$ cat config.mk
export PLATFORM = sky130hd
export DESIGN_NAME = i2c_strap_slave
export DESIGN_NICKNAME = d
export VERILOG_FILES = /design/src/rtl/i2cs_pkg.sv /design/src/rtl/i2cs_sampler.sv /design/src/rtl/i2cs_strap_decoder.sv /design/src/rtl/i2cs_ctrl.sv /design/src/rtl/i2cs_datapath.sv /design/src/rtl/i2c_strap_slave.sv
export SDC_FILE = /design/constraint.sdc
export NUM_CORES = 1
export LEC_CHECK = 0
export BUFFER_PORTS_ARGS = -buffer_cell sky130_fd_sc_hd__buf_2
export CORE_UTILIZATION = 52
export DETAILED_ROUTE_END_ITERATION = 6
export PLACE_DENSITY = 0.76
export SETUP_SLACK_MARGIN = 0.2
export SYNTH_ARGS = -nofsm -noshare
export SYNTH_HDL_FRONTEND = slang
export SYNTH_SLANG_ARGS = --single-unit
export TNS_END_PERCENT = 50
$ cat constraint.sdc
create_clock -name clk -period 2 [get_ports clk]
set_clock_uncertainty 0.15 [all_clocks]
set_input_delay 0.1 -clock clk [delete_from_list [all_inputs] [get_ports clk]]
set_output_delay 0.1 -clock clk [all_outputs]
set_load 0.02 [all_outputs]
$ cat src/rtl/i2cs_pkg.sv
package i2cs_pkg;
  localparam int BYTE_W  = 8;
  localparam int ADDR_W  = 7;
  localparam int STRAP_N = 2;
  localparam int HI_W    = ADDR_W - 2 * STRAP_N;

  typedef enum logic [1:0] {
    STRAP_GND = 2'b00,
    STRAP_VCC = 2'b01,
    STRAP_SDA = 2'b10,
    STRAP_SCL = 2'b11
  } strap_code_e;

  typedef enum logic [1:0] {
    ST_IDLE,
    ST_RX,
    ST_TX,
    ST_SKIP
  } link_state_e;

  typedef struct packed {
    logic shiftIn;
    logic loadPtr;
    logic wrStrobe;
    logic rdLoad;
    logic txShift;
    logic driveAck;
    logic releaseSda;
  } dp_strobe_t;
endpackage

$ cat src/rtl/i2cs_sampler.sv
module i2cs_sampler #(
  parameter int SYNC_STAGES = 2,
  parameter int N_STRAP     = 2
) (
  input  logic               clk,
  input  logic               rstN,
  input  logic               sclIn,
  input  logic               sdaIn,
  input  logic [N_STRAP-1:0] strapIn,
  output logic               sclS,
  output logic               sdaS,
  output logic [N_STRAP-1:0] strapS,
  output logic               sclRise,
  output logic               sclFall,
  output logic               startDet,
  output logic               stopDet
);
  localparam int W = 2 + N_STRAP;
  localparam logic [W-1:0] RST_VAL = {{N_STRAP{1'b0}}, 2'b11};

  logic [W-1:0] rawVec;
  logic [W-1:0] syncOut;
  logic         sclP, sdaP;

  assign rawVec = {strapIn, sdaIn, sclIn};

  for (genvar g = 0; g < SYNC_STAGES; g++) begin : g_sync
    logic [W-1:0] q;
    if (g == 0) begin : g_first
      always_ff @(posedge clk or negedge rstN)
        if (!rstN) q <= RST_VAL;
        else       q <= rawVec;
    end else begin : g_next
      always_ff @(posedge clk or negedge rstN)
        if (!rstN) q <= RST_VAL;
        else       q <= g_sync[g-1].q;
    end
  end

  assign syncOut = g_sync[SYNC_STAGES-1].q;
  assign sclS    = syncOut[0];
  assign sdaS    = syncOut[1];
  assign strapS  = syncOut[W-1:2];

  always_ff @(posedge clk or negedge rstN)
    if (!rstN) begin
      sclP <= 1'b1;
      sdaP <= 1'b1;
    end else begin
      sclP <= sclS;
      sdaP <= sdaS;
    end

  assign sclRise  = sclS & ~sclP;
  assign sclFall  = ~sclS & sclP;
  assign startDet = sclS & sclP & sdaP & ~sdaS;
  assign stopDet  = sclS & sclP & ~sdaP & sdaS;
endmodule

$ cat src/rtl/i2cs_strap_decoder.sv
module i2cs_strap_decoder
  import i2cs_pkg::*;
#(
  parameter int N_STRAP = 2
) (
  input  logic                 clk,
  input  logic                 rstN,
  input  logic                 sclS,
  input  logic                 sdaS,
  input  logic [N_STRAP-1:0]   strapS,
  input  logic                 startDet,
  input  logic                 sclFall,
  output logic [2*N_STRAP-1:0] strapCodes,
  output logic                 locked
);
  logic armed;

  always_ff @(posedge clk or negedge rstN)
    if (!rstN) begin
      armed  <= 1'b0;
      locked <= 1'b0;
    end else if (!locked) begin
      if (!armed && startDet)    armed  <= 1'b1;
      else if (armed && sclFall) locked <= 1'b1;
    end

  for (genvar g = 0; g < N_STRAP; g++) begin : g_pin
    logic        idleLvl, startLvl, lowLvl;
    strap_code_e code;

    always_ff @(posedge clk or negedge rstN)
      if (!rstN) begin
        idleLvl  <= 1'b0;
        startLvl <= 1'b0;
        lowLvl   <= 1'b0;
      end else if (!locked) begin
        if (!armed && sclS && sdaS) idleLvl  <= strapS[g];
        if (!armed && startDet)     startLvl <= strapS[g];
        if (armed && sclFall)       lowLvl   <= strapS[g];
      end

    always_comb begin
      if (!idleLvl)      code = STRAP_GND;
      else if (!startLvl) code = STRAP_SDA;
      else if (lowLvl)   code = STRAP_VCC;
      else               code = STRAP_SCL;
    end

    assign strapCodes[2*g +: 2] = code;
  end
endmodule

$ cat src/rtl/i2cs_ctrl.sv
module i2cs_ctrl
  import i2cs_pkg::*;
(
  input  logic       clk,
  input  logic       rstN,
  input  logic       sclRise,
  input  logic       sclFall,
  input  logic       startDet,
  input  logic       stopDet,
  input  logic       sdaS,
  input  logic       addrHit,
  input  logic       rwBit,
  output dp_strobe_t strb
);
  localparam logic [3:0] LAST_BIT = 4'd8;

  link_state_e st;
  logic [3:0]  bitCnt;
  logic [1:0]  byteIdx;
  logic        ackPhase, isRead, masterNack;
  logic        rxByteDone;

  assign rxByteDone = (st == ST_RX) && !ackPhase && sclFall && (bitCnt == LAST_BIT);

  always_comb begin
    strb = '0;
    if (startDet || stopDet) begin
      strb.releaseSda = 1'b1;
    end else begin
      case (st)
        ST_RX: begin
          if (!ackPhase) begin
            if (sclRise && bitCnt < LAST_BIT) strb.shiftIn = 1'b1;
            if (rxByteDone) begin
              case (byteIdx)
                2'd0:    strb.driveAck = addrHit;
                2'd1:    begin strb.loadPtr  = 1'b1; strb.driveAck = 1'b1; end
                default: begin strb.wrStrobe = 1'b1; strb.driveAck = 1'b1; end
              endcase
            end
          end else if (sclFall) begin
            if (isRead) strb.rdLoad     = 1'b1;
            else        strb.releaseSda = 1'b1;
          end
        end
        ST_TX: begin
          if (!ackPhase) begin
            if (sclFall && bitCnt == LAST_BIT)   strb.releaseSda = 1'b1;
            else if (sclFall && bitCnt != 4'd0) strb.txShift    = 1'b1;
          end else if (sclFall && !masterNack) begin
            strb.rdLoad = 1'b1;
          end
        end
        default: ;
      endcase
    end
  end

  always_ff @(posedge clk or negedge rstN)
    if (!rstN) begin
      st         <= ST_IDLE;
      bitCnt     <= '0;
      byteIdx    <= '0;
      ackPhase   <= 1'b0;
      isRead     <= 1'b0;
      masterNack <= 1'b0;
    end else if (startDet) begin
      st         <= ST_RX;
      bitCnt     <= '0;
      byteIdx    <= '0;
      ackPhase   <= 1'b0;
      isRead     <= 1'b0;
      masterNack <= 1'b0;
    end else if (stopDet) begin
      st       <= ST_IDLE;
      ackPhase <= 1'b0;
    end else begin
      case (st)
        ST_RX: begin
          if (!ackPhase) begin
            if (strb.shiftIn) bitCnt <= bitCnt + 4'd1;
            if (rxByteDone) begin
              if (byteIdx == 2'd0 && !addrHit) begin
                st <= ST_SKIP;
              end else begin
                ackPhase <= 1'b1;
                if (byteIdx == 2'd0) isRead  <= rwBit;
                if (byteIdx != 2'd2) byteIdx <= byteIdx + 2'd1;
              end
            end
          end else if (sclFall) begin
            ackPhase <= 1'b0;
            bitCnt   <= '0;
            if (isRead) st <= ST_TX;
          end
        end
        ST_TX: begin
          if (!ackPhase) begin
            if (sclRise && bitCnt < LAST_BIT) bitCnt <= bitCnt + 4'd1;
            if (sclFall && bitCnt == LAST_BIT) begin
              ackPhase   <= 1'b1;
              masterNack <= 1'b0;
            end
          end else begin
            if (sclRise) masterNack <= sdaS;
            if (sclFall) begin
              ackPhase <= 1'b0;
              bitCnt   <= '0;
              if (masterNack) st <= ST_SKIP;
            end
          end
        end
        default: ;
      endcase
    end
endmodule

$ cat src/rtl/i2cs_datapath.sv
module i2cs_datapath
  import i2cs_pkg::*;
#(
  parameter int              PTR_W   = 8,
  parameter logic [HI_W-1:0] ADDR_HI = 3'b101
) (
  input  logic                 clk,
  input  logic                 rstN,
  input  dp_strobe_t           strb,
  input  logic                 sdaS,
  input  logic [2*STRAP_N-1:0] strapCodes,
  input  logic                 locked,
  input  logic [BYTE_W-1:0]    regRdData,
  output logic                 addrHit,
  output logic                 rwBit,
  output logic                 sdaLow,
  output logic                 regWrEn,
  output logic [PTR_W-1:0]     regWrAddr,
  output logic [BYTE_W-1:0]    regWrData,
  output logic                 regRdEn,
  output logic [PTR_W-1:0]     regRdAddr
);
  logic [BYTE_W-1:0] rxShift, txShift;
  logic [PTR_W-1:0]  ptr;
  logic [ADDR_W-1:0] myAddr;

  assign myAddr    = {ADDR_HI, strapCodes};
  assign addrHit   = locked && (rxShift[BYTE_W-1:1] == myAddr);
  assign rwBit     = rxShift[0];
  assign regRdEn   = strb.rdLoad;
  assign regRdAddr = ptr;

  always_ff @(posedge clk or negedge rstN)
    if (!rstN) begin
      rxShift   <= '0;
      txShift   <= '0;
      ptr       <= '0;
      sdaLow    <= 1'b0;
      regWrEn   <= 1'b0;
      regWrAddr <= '0;
      regWrData <= '0;
    end else begin
      regWrEn <= strb.wrStrobe;
      if (strb.shiftIn) rxShift <= {rxShift[BYTE_W-2:0], sdaS};

      if (strb.loadPtr) ptr <= PTR_W'(rxShift);
      else if (strb.wrStrobe || strb.rdLoad) ptr <= ptr + 1'b1;

      if (strb.wrStrobe) begin
        regWrAddr <= ptr;
        regWrData <= rxShift;
      end

      if (strb.rdLoad)       txShift <= regRdData;
      else if (strb.txShift) txShift <= {txShift[BYTE_W-2:0], 1'b0};

      if (strb.releaseSda)    sdaLow <= 1'b0;
      else if (strb.driveAck) sdaLow <= 1'b1;
      else if (strb.rdLoad)   sdaLow <= ~regRdData[BYTE_W-1];
      else if (strb.txShift)  sdaLow <= ~txShift[BYTE_W-2];
    end
endmodule

$ cat src/rtl/i2c_strap_slave.sv
module i2c_strap_slave
  import i2cs_pkg::*;
#(
  parameter int              SYNC_STAGES = 2,
  parameter logic [HI_W-1:0] ADDR_HI     = 3'b101
) (
  input  logic               clk,
  input  logic               rstN,
  input  logic               sclIn,
  input  logic               sdaIn,
  output logic               sdaDriveLow,
  input  logic [STRAP_N-1:0] strapIn,
  output logic               regWrEn,
  output logic [BYTE_W-1:0]  regWrAddr,
  output logic [BYTE_W-1:0]  regWrData,
  output logic               regRdEn,
  output logic [BYTE_W-1:0]  regRdAddr,
  input  logic [BYTE_W-1:0]  regRdData
);
  logic                 sclS, sdaS, sclRise, sclFall, startDet, stopDet;
  logic [STRAP_N-1:0]   strapS;
  logic [2*STRAP_N-1:0] strapCodes;
  logic                 addrLocked, addrHit, rwBit;
  dp_strobe_t           strb;

  i2cs_sampler #(.SYNC_STAGES(SYNC_STAGES), .N_STRAP(STRAP_N)) u_sampler (
    .clk(clk), .rstN(rstN), .sclIn(sclIn), .sdaIn(sdaIn), .strapIn(strapIn),
    .sclS(sclS), .sdaS(sdaS), .strapS(strapS), .sclRise(sclRise),
    .sclFall(sclFall), .startDet(startDet), .stopDet(stopDet)
  );

  i2cs_strap_decoder #(.N_STRAP(STRAP_N)) u_strap (
    .clk(clk), .rstN(rstN), .sclS(sclS), .sdaS(sdaS), .strapS(strapS),
    .startDet(startDet), .sclFall(sclFall), .strapCodes(strapCodes),
    .locked(addrLocked)
  );

  i2cs_ctrl u_ctrl (
    .clk(clk), .rstN(rstN), .sclRise(sclRise), .sclFall(sclFall),
    .startDet(startDet), .stopDet(stopDet), .sdaS(sdaS), .addrHit(addrHit),
    .rwBit(rwBit), .strb(strb)
  );

  i2cs_datapath #(.PTR_W(BYTE_W), .ADDR_HI(ADDR_HI)) u_dp (
    .clk(clk), .rstN(rstN), .strb(strb), .sdaS(sdaS), .strapCodes(strapCodes),
    .locked(addrLocked), .regRdData(regRdData), .addrHit(addrHit),
    .rwBit(rwBit), .sdaLow(sdaDriveLow), .regWrEn(regWrEn),
    .regWrAddr(regWrAddr), .regWrData(regWrData), .regRdEn(regRdEn),
    .regRdAddr(regRdAddr)
  );
endmodule

==> results of run 1 <==
power breakdown:
part	internal (mW)	switching [mW]
clock network	0.580	0.572
registers	1.64	0.239
logic	0.712	0.695
kinds of logic after synthesis:
logic type,after synthesis
buffers and inverters,28
muxes,25
adders and majority gates,8
xor gates and xnor gates,9
DFF,70
AOI/OAI and AO/OA,55
and+or+nand+nor,128
cell usage in the layout, fill, tap and decap left out, types with 5 or more instances in the layout:
master / Yosys / routed
nand3_1: 9 / 9
dfstp_2: 6 / 6
buf_4: 1 / 30
mux2_4: 0 / 9
o21ai_0: 13 / 6
a21oi_1: 15 / 12
nor2_1: 16 / 12
clkbuf_8: 0 / 9
mux2i_1: 11 / 11
buf_6: 1 / 12
nand2_1: 75 / 69
mux2_2: 14 / 5
dfrtp_1: 64 / 64
xnor2_1: 8 / 6
dlygate4sd3_1: 0 / 13
inv_1: 16 / 11
buf_2: 3 / 39
ha_1: 8 / 5
o21ai_1: 0 / 5
repair_timing:
item                                    in CTS  in global routing
gates resized for setup                     61                 24
endpoints found under the setup margin      48                 57
setup buffers                               12                  5
hold buffers                                13                  0
pin swaps                                   17                 22
endpoints found under the hold margin       76                  0
cloned                                       1                  0
worst max-delay path: stages, from the launching register on:
cell and delay (ps):
dfrtp_1 420, inv_2 90, ha_4 200, a2111o_2 500, a2111oi_4 450, xnor2_2 180
a21oi_2 90
state kept, by name, indices dropped and copies added (netlist names), 2 cells and up:
name                    count
u_dp.regWrAddr              8
u_ctrl.st                   2
u_strap.g_pin.lowLvl        2
u_strap.g_pin.idleLvl       2
u_ctrl.bitCnt               4
u_dp.rxShift                8
u_ctrl.byteIdx              2
u_dp.regRdAddr              8
u_strap.g_pin.startLvl      2
u_dp.regWrData              8
u_sampler.g_sync.q          8
u_dp.txShift                7
stage by stage:
step                hold slack [ps]  setup WS [ps]  total power [mW]  cell area, um^2
detailed placement            -36.8          -88.3              2.89             3790
global route                    161           -243              4.63             4590
floorplan                      -346          -1.69              2.49             3360
finish                          125           -198              4.44             4590
global placement              -40.6          -23.7              2.84             3790
CTS                             129          -99.7              4.31             4450
final cells by class:
| cell class | instances | area, um^2 | share of cell area, % |
|---|---|---|---|
| Clock inverter | 7 | 73.8 | 1.61 |
| Multi-Input combinational cell | 225 | 1710 | 37.3 |
| Timing Repair Buffer | 98 | 761 | 16.6 |
| Inverter | 16 | 66.3 | 1.44 |
| Clock buffer | 9 | 124 | 2.70 |
| Tap cell | 75 | 93.8 | 2.04 |
| Sequential cell | 70 | 1760 | 38.3 |
worst min-delay path by stage:
stage	from	slack [ps]	cells past startpoint	to
floorplan	rstN	-350	0	u_ctrl.ackPhase
global placement	rstN	-40	2	u_dp.txShift[4]
detailed placement	rstN	-40	2	u_dp.txShift[2]
CTS	rstN	130	3	u_dp.txShift[2]
global route	rstN	160	3	u_dp.txShift[3]
finish	rstN	130	3	u_dp.txShift[2]
routing by layer:
| metal | part of all wire [%] | routed length (um) |
|---|---|---|
| met1 | 40 | 3620 |
| met2 | 51 | 4530 |
| met3 | 6.1 | 542 |
| met4 | 3.0 | 265 |
| met5 | 0 | 0 |
==> results_dict.tcl, run 1 <==
set metrics [dict create \
    crit_path_max_fanout 6 \
    area_growth_pct 39.2 \
    synthFlopType "dfrtp_1" \
    wl_mm 8.96 \
    layout-drive-gt1-share_pct 40.0 \
    fp.dieArea_um2 6670 \
    antenna_found_initial 0 \
    ys_seq_elements 70 \
    slew_viol_final 0 \
    r2r_cells 6 \
    ir_drop_uv 571 \
    fin_setup_tns_ps -1530 \
    startpoint_type "flip-flop" \
    maxCapViolations 0 \
    drc_errors 0 \
    r2r_slack_ps -200 \
    yosysTopAreaCell "dfrtp_1" \
    syn-num-nets 345 \
    dp_cells 453 \
    die_w_um 81.6 \
    grt.busiest_layer "met2" \
    finalSetupViolCount 27 \
    grt.met3_usage_pct 4.00 \
    synth-edff-count 0 \
    layout.cells.non_filler 500 \
    status "complete, but fails checks" \
    hold_class "in -> async" \
    diodes 0 \
    async_reset_ff_share_pct 100 \
    syn_inst 323 \
    ys_top_cells_by_area "dfrtp_1 49%, nand2_1 8.5%, dfstp_2 4.8%, mux2_2 4.8%, mux2i_1 3.3%" \
    synthMuxAreaShare_pct 8.12 \
    netlist_area_um2 3300 \
    dpl.hpwl_mm 4.92 \
    vias 2900 \
    r2r-start "u_ctrl.st[0]" \
    firstDrtPassIters 5 \
    fin_crit_sh_pct 110 \
    layout.nets 442 \
    grt_max_degree 48 \
    cp.required_ps 2080 \
    insertion_delay_ps 340 \
    synth-xor-area-share_pct 2.39 \
    coreArea_um2 6030 \
    critical_path.endpoint_type "flip-flop" \
    clock_sinks 70 \
    ys_types 54 \
    use_met2_pct 45.5 \
    h-tree-depth 3 \
    cts_buffers 9 \
    ys_seq_area_share_pct 53.3 \
    place.port_buffers 40 \
    num_rows 28 \
    finalWorstSetupSlack_ps -198 \
    synthTopCellsByCount "75 x nand2_1, 64 x dfrtp_1, 16 x inv_1, 16 x nor2_1, 15 x a21oi_1" \
    grt_usage_pct 26.1 \
    worstMarginPinSlew_ps 595 \
    avgSynthCellArea_um2 10.2 \
    grt_pass1_wl_mm 12.9 \
    yosys.area_share.simple_pct 17.8 \
    crit_start "u_ctrl.st[0]" \
    rsz0062_at_grt "yes" \
    max_slew_margin_pct 60.3 \
    n_fill_cell 372 \
    final_util_pct 76.2 \
    r2r_end "u_dp.regRdAddr[7]" \
    path_clk_slew_ps 80 \
    cts.path.max_buffers 2 \
    cp.arrival_ps 2280 \
    worst-setup-path-type "reg -> reg" \
    grt_pass1_vias 2770 \
    leakage_nw 2.25 \
    die_h_um 81.6 \
    ios 41 \
    yosysWarnings 0 \
    synth_most_common_cell "nand2_1" \
    synth_compound_area_share_pct 11.7 \
    cts-root-buf "clkbuf_8" \
    synth_top_family_by_area "simple AND/OR/NAND/NOR gates" \
    violations "negative setup slack" \
    clock.fmax_mhz 455 \
    worstSetupEndpoint "u_dp.regRdAddr[7]" \
    power_density_nw_per_um2 967 \
    drtAntennaViolNets 0 \
    start_util_pct 54.7 \
    synthAdderAreaFrac_pct 3.03 \
    cts_tree "built" \
    post-route-min-period_ps 2200 \
    grtUsageMet1_pct 31.2 \
    gp_congestion 0.909 \
    gr-total-overflow 0 \
    yosysTopAreaCellShare_pct 48.6 \
    hold_viol 0 \
    drtIter0Drc 249 \
    viasPerCell 5.80 \
    wl_per_cell_um 17.9 \
]
No activity file was read; power rests on OpenSTA's default activity.
==> inputs of run 2 (changes only) <==
--- a/config.mk
+++ b/config.mk
@@ -5,7 +5,8 @@
 export SDC_FILE = /design/constraint.sdc
 export NUM_CORES = 1
 export LEC_CHECK = 0
-export BUFFER_PORTS_ARGS = -buffer_cell sky130_fd_sc_hd__buf_2
+export BUFFER_PORTS_ARGS = -buffer_cell sky130_fd_sc_hd__buf_4
+export CORE_MARGIN = 4
 export CORE_UTILIZATION = 52
 export DETAILED_ROUTE_END_ITERATION = 6
 export PLACE_DENSITY = 0.76
==> run 2 against run 1 <==
  * First-iteration DRC count decreased by 32%
  * The run still ends with negative setup slack left
  * Via count increased by 1.8%
  * Non-clock buffer count is 8 higher
==> results_dict.tcl, run 2 (same netlist as run 1, synthesis figures left out) <==
set metrics [dict create \
    status "complete, but fails checks" \
    violations "negative setup slack" \
    hold_viol 0 \
    power_density_nw_per_um2 994 \
    mostFrequentLayoutCell "buf_4" \
    drtAntennaViolNets 0 \
    drc_errors 0 \
    layout.cells.non_filler 507 \
    critical_path.endpoint_type "output port" \
    insertion_delay_ps 350 \
    ios 41 \
    clock_sinks 70 \
    cts_tree "built" \
    grt_pass1_wl_mm 13.2 \
    wl_per_cell_um 18.6 \
    grt_pass1_vias 2833 \
    path_clk_slew_ps 70 \
    rsz0062_at_grt "yes" \
    cts.path.max_buffers 2 \
    dpl.hpwl_mm 4.96 \
    finalWorstSetupSlack_ps -162 \
    cp.arrival_ps 1910 \
    worst-setup-path-type "reg -> out" \
    antenna_found_initial 0 \
    slew_viol_final 0 \
    start_util_pct 54.7 \
    post-route-min-period_ps 2160 \
    drtIter0Drc 169 \
    r2r_cells 6 \
    cp.required_ps 1750 \
    power.internal_mw 3.35 \
    coreArea_um2 6030 \
    layout-drive-gt1-share_pct 44.9 \
    max_slew_margin_pct 71.4 \
    crit_path_max_fanout 5 \
    clkPwrFrac_pct 27.8 \
    die_w_um 87.6 \
    fin_crit_sh_pct 108 \
    ir_drop_uv 568 \
    worstMarginPinSlew_ps 429 \
    pwr-share-seq_pct 39.2 \
    diodes 0 \
    vias 2951 \
    startpoint_type "flip-flop" \
    area_growth_pct 49.2 \
    dp_cells 454 \
    hold_class "in -> async" \
    fin_hold_ws_ps 80.7 \
    swShare_pct 31.6 \
    gr-total-overflow 0 \
    viasPerCell 5.82 \
    wl_mm 9.43 \
    maxCapViolations 0 \
    num_rows 28 \
    leakage_nw 2.36 \
    grt_usage_pct 22.3 \
    finalPower_mw 4.89 \
    layout.nets 450 \
    firstDrtPassIters 4 \
    die_h_um 87.6 \
    clock.fmax_mhz 463 \
    p_switching_mw 1.54 \
    h-tree-depth 3 \
    n_fill_cell 330 \
    finalSetupViolCount 10 \
    cts-root-buf "clkbuf_8" \
    final_util_pct 81.6 \
    cts_buffers 9 \
    final_cell_mix "68 x buf_4, 63 x dfrtp_1, 58 x nand2_1" \
    power_frac_comb_pct 33.1 \
    gp_congestion 0.941 \
    place.port_buffers 40 \
    grt_max_degree 32 \
    fp.dieArea_um2 7680 \
]
-- run 2: final timing paths --
path	from	end	slack (ps)
worst max register to register	u_sampler.sclP	u_dp.regRdAddr[7]	-160
max in group asynchronous	rstN	u_sampler.g_sync[1].q[1]	980
min in group clk	u_sampler.g_sync[0].q[3]	u_sampler.g_sync[1].q[3]	200
worst min-delay path	rstN	u_dp.txShift[4]	80
worst max-delay path	u_sampler.sclP	regRdEn	-160
worst min register to register	u_sampler.g_sync[0].q[3]	u_sampler.g_sync[1].q[3]	200
-- run 2: final cells by class --
type / count / area (um^2) / area share (%)
Multi-Input combinational cell: 225 / 1800 / 36.5
Tap cell: 75 / 93.8 / 1.91
Clock buffer: 9 / 124 / 2.52
Sequential cell: 70 / 1760 / 35.8
Clock inverter: 6 / 111 / 2.26
Inverter: 16 / 66.3 / 1.35
Timing Repair Buffer: 106 / 966 / 19.6
-- run 2: power groups by stage --
stage,Combinational (mW),Clock (mW),Sequential (mW)
final,1.62,1.36,1.92
after global routing,1.74,1.43,1.94
after CTS,1.26,1.36,1.88
after detailed placement,0.994,0,1.89
after global placement,0.962,0,1.87
after floorplan,0.644,0,1.85
-- run 2: worst max-delay path, stage by stage, from the launching register on --
cell and delay [ps]:
dfstp_2 580, nand3b_4 100, a2111o_1 450, buf_4 170, inv_4 60, buf_6 100
buf_6 110
-- run 2: through the flow --
step | instance area, um^2 | setup TNS [ps] | setup slack, ps
CTS | 4550 | -152 | -76.3
global route | 4920 | -2580 | -224
finish | 4920 | -637 | -162
global placement | 3920 | -74.3 | -63.0
floorplan | 3360 | -1.69 | -1.69
detailed placement | 3920 | -1070 | -83.2
-- run 2: metal layers --
metal  part of all wire (%)  vias to the layer above  track usage [%]
met5                      0                        -                0
li1                       -                     1320                -
met3                    4.8                       28             5.36
met1                     41                     1508             28.6
met2                     51                       95             37.2
met4                    3.1                        0             7.25
-- run 2: timing repair --
item | 4_1_cts | 5_1_grt
cloned | 0 | 1
gates resized for setup | 49 | 63
hold buffers | 13 | 0
setup buffers | 9 | 15
endpoints found under the setup margin | 48 | 55
endpoints found under the hold margin | 76 | 0
pin swaps | 12 | 38
==> inputs of run 3 (changes only) <==
--- a/config.mk
+++ b/config.mk
@@ -10,6 +10,7 @@
 export CORE_UTILIZATION = 52
 export DETAILED_ROUTE_END_ITERATION = 6
 export PLACE_DENSITY = 0.76
+export REMOVE_ABC_BUFFERS = 1
 export SETUP_SLACK_MARGIN = 0.2
 export SYNTH_ARGS = -nofsm -noshare
 export SYNTH_HDL_FRONTEND = slang
==> run 3 against run 2 <==
  * The run still ends with negative setup slack left
  * First-iteration DRC count grew 63%
  * Utilization grew 1.7 points
  * Sequential share of layout area shrank 0.69 points
  * Die area is the same
  * Sequential power is essentially flat
  * Clock power shrank 13%
  * Critical path depth is the same
  * Hold slack lost 11 ps
  * Worst setup slack lost 2.8 ps
  * Final cell count grew 1.2%
  * Power grew 1.3%
  * Critical endpoint is now u_dp.regRdAddr[7]
==> results_dict.tcl, run 3 (same netlist as run 1, synthesis figures left out) <==
set metrics [dict create \
    fin_hold_ws_ps 69.7 \
    post-route-min-period_ps 2160 \
    ir_drop_uv 659 \
    antenna_found_initial 0 \
    start_util_pct 54.7 \
    wl_mm 10.3 \
    r2r-start "u_ctrl.st[1]" \
    clock_sinks 70 \
    grt_usage_pct 25.3 \
    rsz0062_at_grt "yes" \
    mostFrequentLayoutCell "buf_4" \
    finalWorstSetupSlack_ps -164 \
    firstDrtPassIters 5 \
    cts_tree "built" \
    layout-drive-gt1-share_pct 51.1 \
    path_clk_slew_ps 80 \
    drtAntennaViolNets 0 \
    final_cell_mix "70 x buf_4, 61 x dfrtp_1, 47 x nand2_1" \
    violations "negative setup slack" \
    n_fill_cell 259 \
    viasPerCell 5.99 \
    insertion_delay_ps 340 \
    diodes 0 \
    drtIter0Drc 275 \
    maxCapViolations 0 \
    vias 3071 \
    cts.path.max_buffers 2 \
    r2r_slack_ps -160 \
    cp.arrival_ps 2240 \
    num_rows 28 \
    grt_pass1_vias 3077 \
    r2r_cells 6 \
    hold_viol 0 \
    clock.fmax_mhz 462 \
    gp_congestion 0.878 \
    fin_crit_sh_pct 108 \
    grt_pass1_wl_mm 15.1 \
    slew_viol_final 0 \
    die_h_um 87.6 \
    area_growth_pct 52.3 \
    die_w_um 87.6 \
    fp.dieArea_um2 7680 \
    ios 41 \
    h-tree-depth 3 \
    worstMarginPinSlew_ps 373 \
    fin_setup_tns_ps -2400 \
    cts-root-buf "clkbuf_8" \
    r2r_end "u_dp.regRdAddr[7]" \
    startpoint_type "flip-flop" \
    worst-setup-path-type "reg -> reg" \
    leakage_nw 2.38 \
    drc_errors 0 \
    grt_max_degree 45 \
    gr-total-overflow 0 \
    coreArea_um2 6030 \
    final_util_pct 83.4 \
    wl_per_cell_um 20.0 \
    layout.nets 455 \
    crit_path_max_fanout 3 \
    hold_class "in -> async" \
    dpl.hpwl_mm 4.86 \
    cp.required_ps 2070 \
    critical_path.endpoint_type "flip-flop" \
    pre_cts_ws_ps -55.0 \
    max_slew_margin_pct 75.0 \
    place.port_buffers 40 \
    status "complete, but fails checks" \
    cts_buffers 9 \
    finalSetupViolCount 31 \
    power_density_nw_per_um2 986 \
]
==> run 3: changes by cell type in the layout (fill, tap and decap cells not counted), sizes merged <==
cell,delta
buf,+3
clkbuf,+3
bufinv,-2
inv,+2
a211o,+1
clkinvlp,-1
==> run 3: power breakdown <==
group,total [mW],switching (mW),internal (mW)
clock network,1.19,0.542,0.644
logic,1.85,0.868,0.980
registers,1.92,0.271,1.65
total,4.95,1.68,3.27
==> run 3: routing by layer <==
metal | vias to the layer above | global-route usage [%] | share of wire [%]
li1 | 1331 | - | -
met1 | 1560 | 31.9 | 39
met2 | 134 | 43.0 | 51
met3 | 46 | 3.86 | 5.9
met4 | 0 | 11.3 | 4.2
met5 | - | 0 | 0
==> run 3: final cells by class <==
type / instances / area [um^2] / area share (%)
clock buffer: 11 / 151 / 3.01
clock inverter: 5 / 56.3 / 1.12
inverter: 16 / 65.1 / 1.30
multi-input combinational: 226 / 1900 / 37.8
sequential: 70 / 1760 / 35.1
tap: 75 / 93.8 / 1.87
timing repair buffer: 110 / 995 / 19.8
==> run 3: how the worst max path moves through the flow <==
stage	end	from	cells past startpoint
after global routing	u_dp.regRdAddr[7]	u_ctrl.st[0]	7
final	u_dp.regRdAddr[7]	u_ctrl.st[1]	6
after detailed placement	u_dp.regRdAddr[7]	u_ctrl.st[1]	5
after global placement	u_dp.regRdAddr[5]	u_ctrl.st[0]	6
after floorplan	u_dp.regRdAddr[7]	u_ctrl.st[1]	7
after CTS	u_dp.regRdAddr[7]	u_ctrl.st[0]	8
==> run 3: worst max-delay path: stages (launching register included) <==
cell       delay (ps)
dfrtp_2           450
ha_4              260
a2111o_1          430
buf_6             150
a2111oi_4         340
xnor2_1           190
a21oi_2            80
==> run 3: what timing repair did <==
action	4_1_cts	5_1_grt
resized for setup	96	59
endpoints found under the setup margin	50	56
buffers inserted	13	9
hold buffers	13	0
pin swaps	29	29
hold endpoints to repair	79	0
cloned	2	2
==> run 3: through the flow <==
step | instance area, um^2 | instances | total power, mW
after floorplan | 3240 | 311 | 2.43
after global placement | 3880 | 458 | 2.84
after detailed placement | 3880 | 458 | 2.87
after CTS | 4690 | 502 | 4.57
after global routing | 5020 | 513 | 5.19
final | 5020 | 513 | 4.95
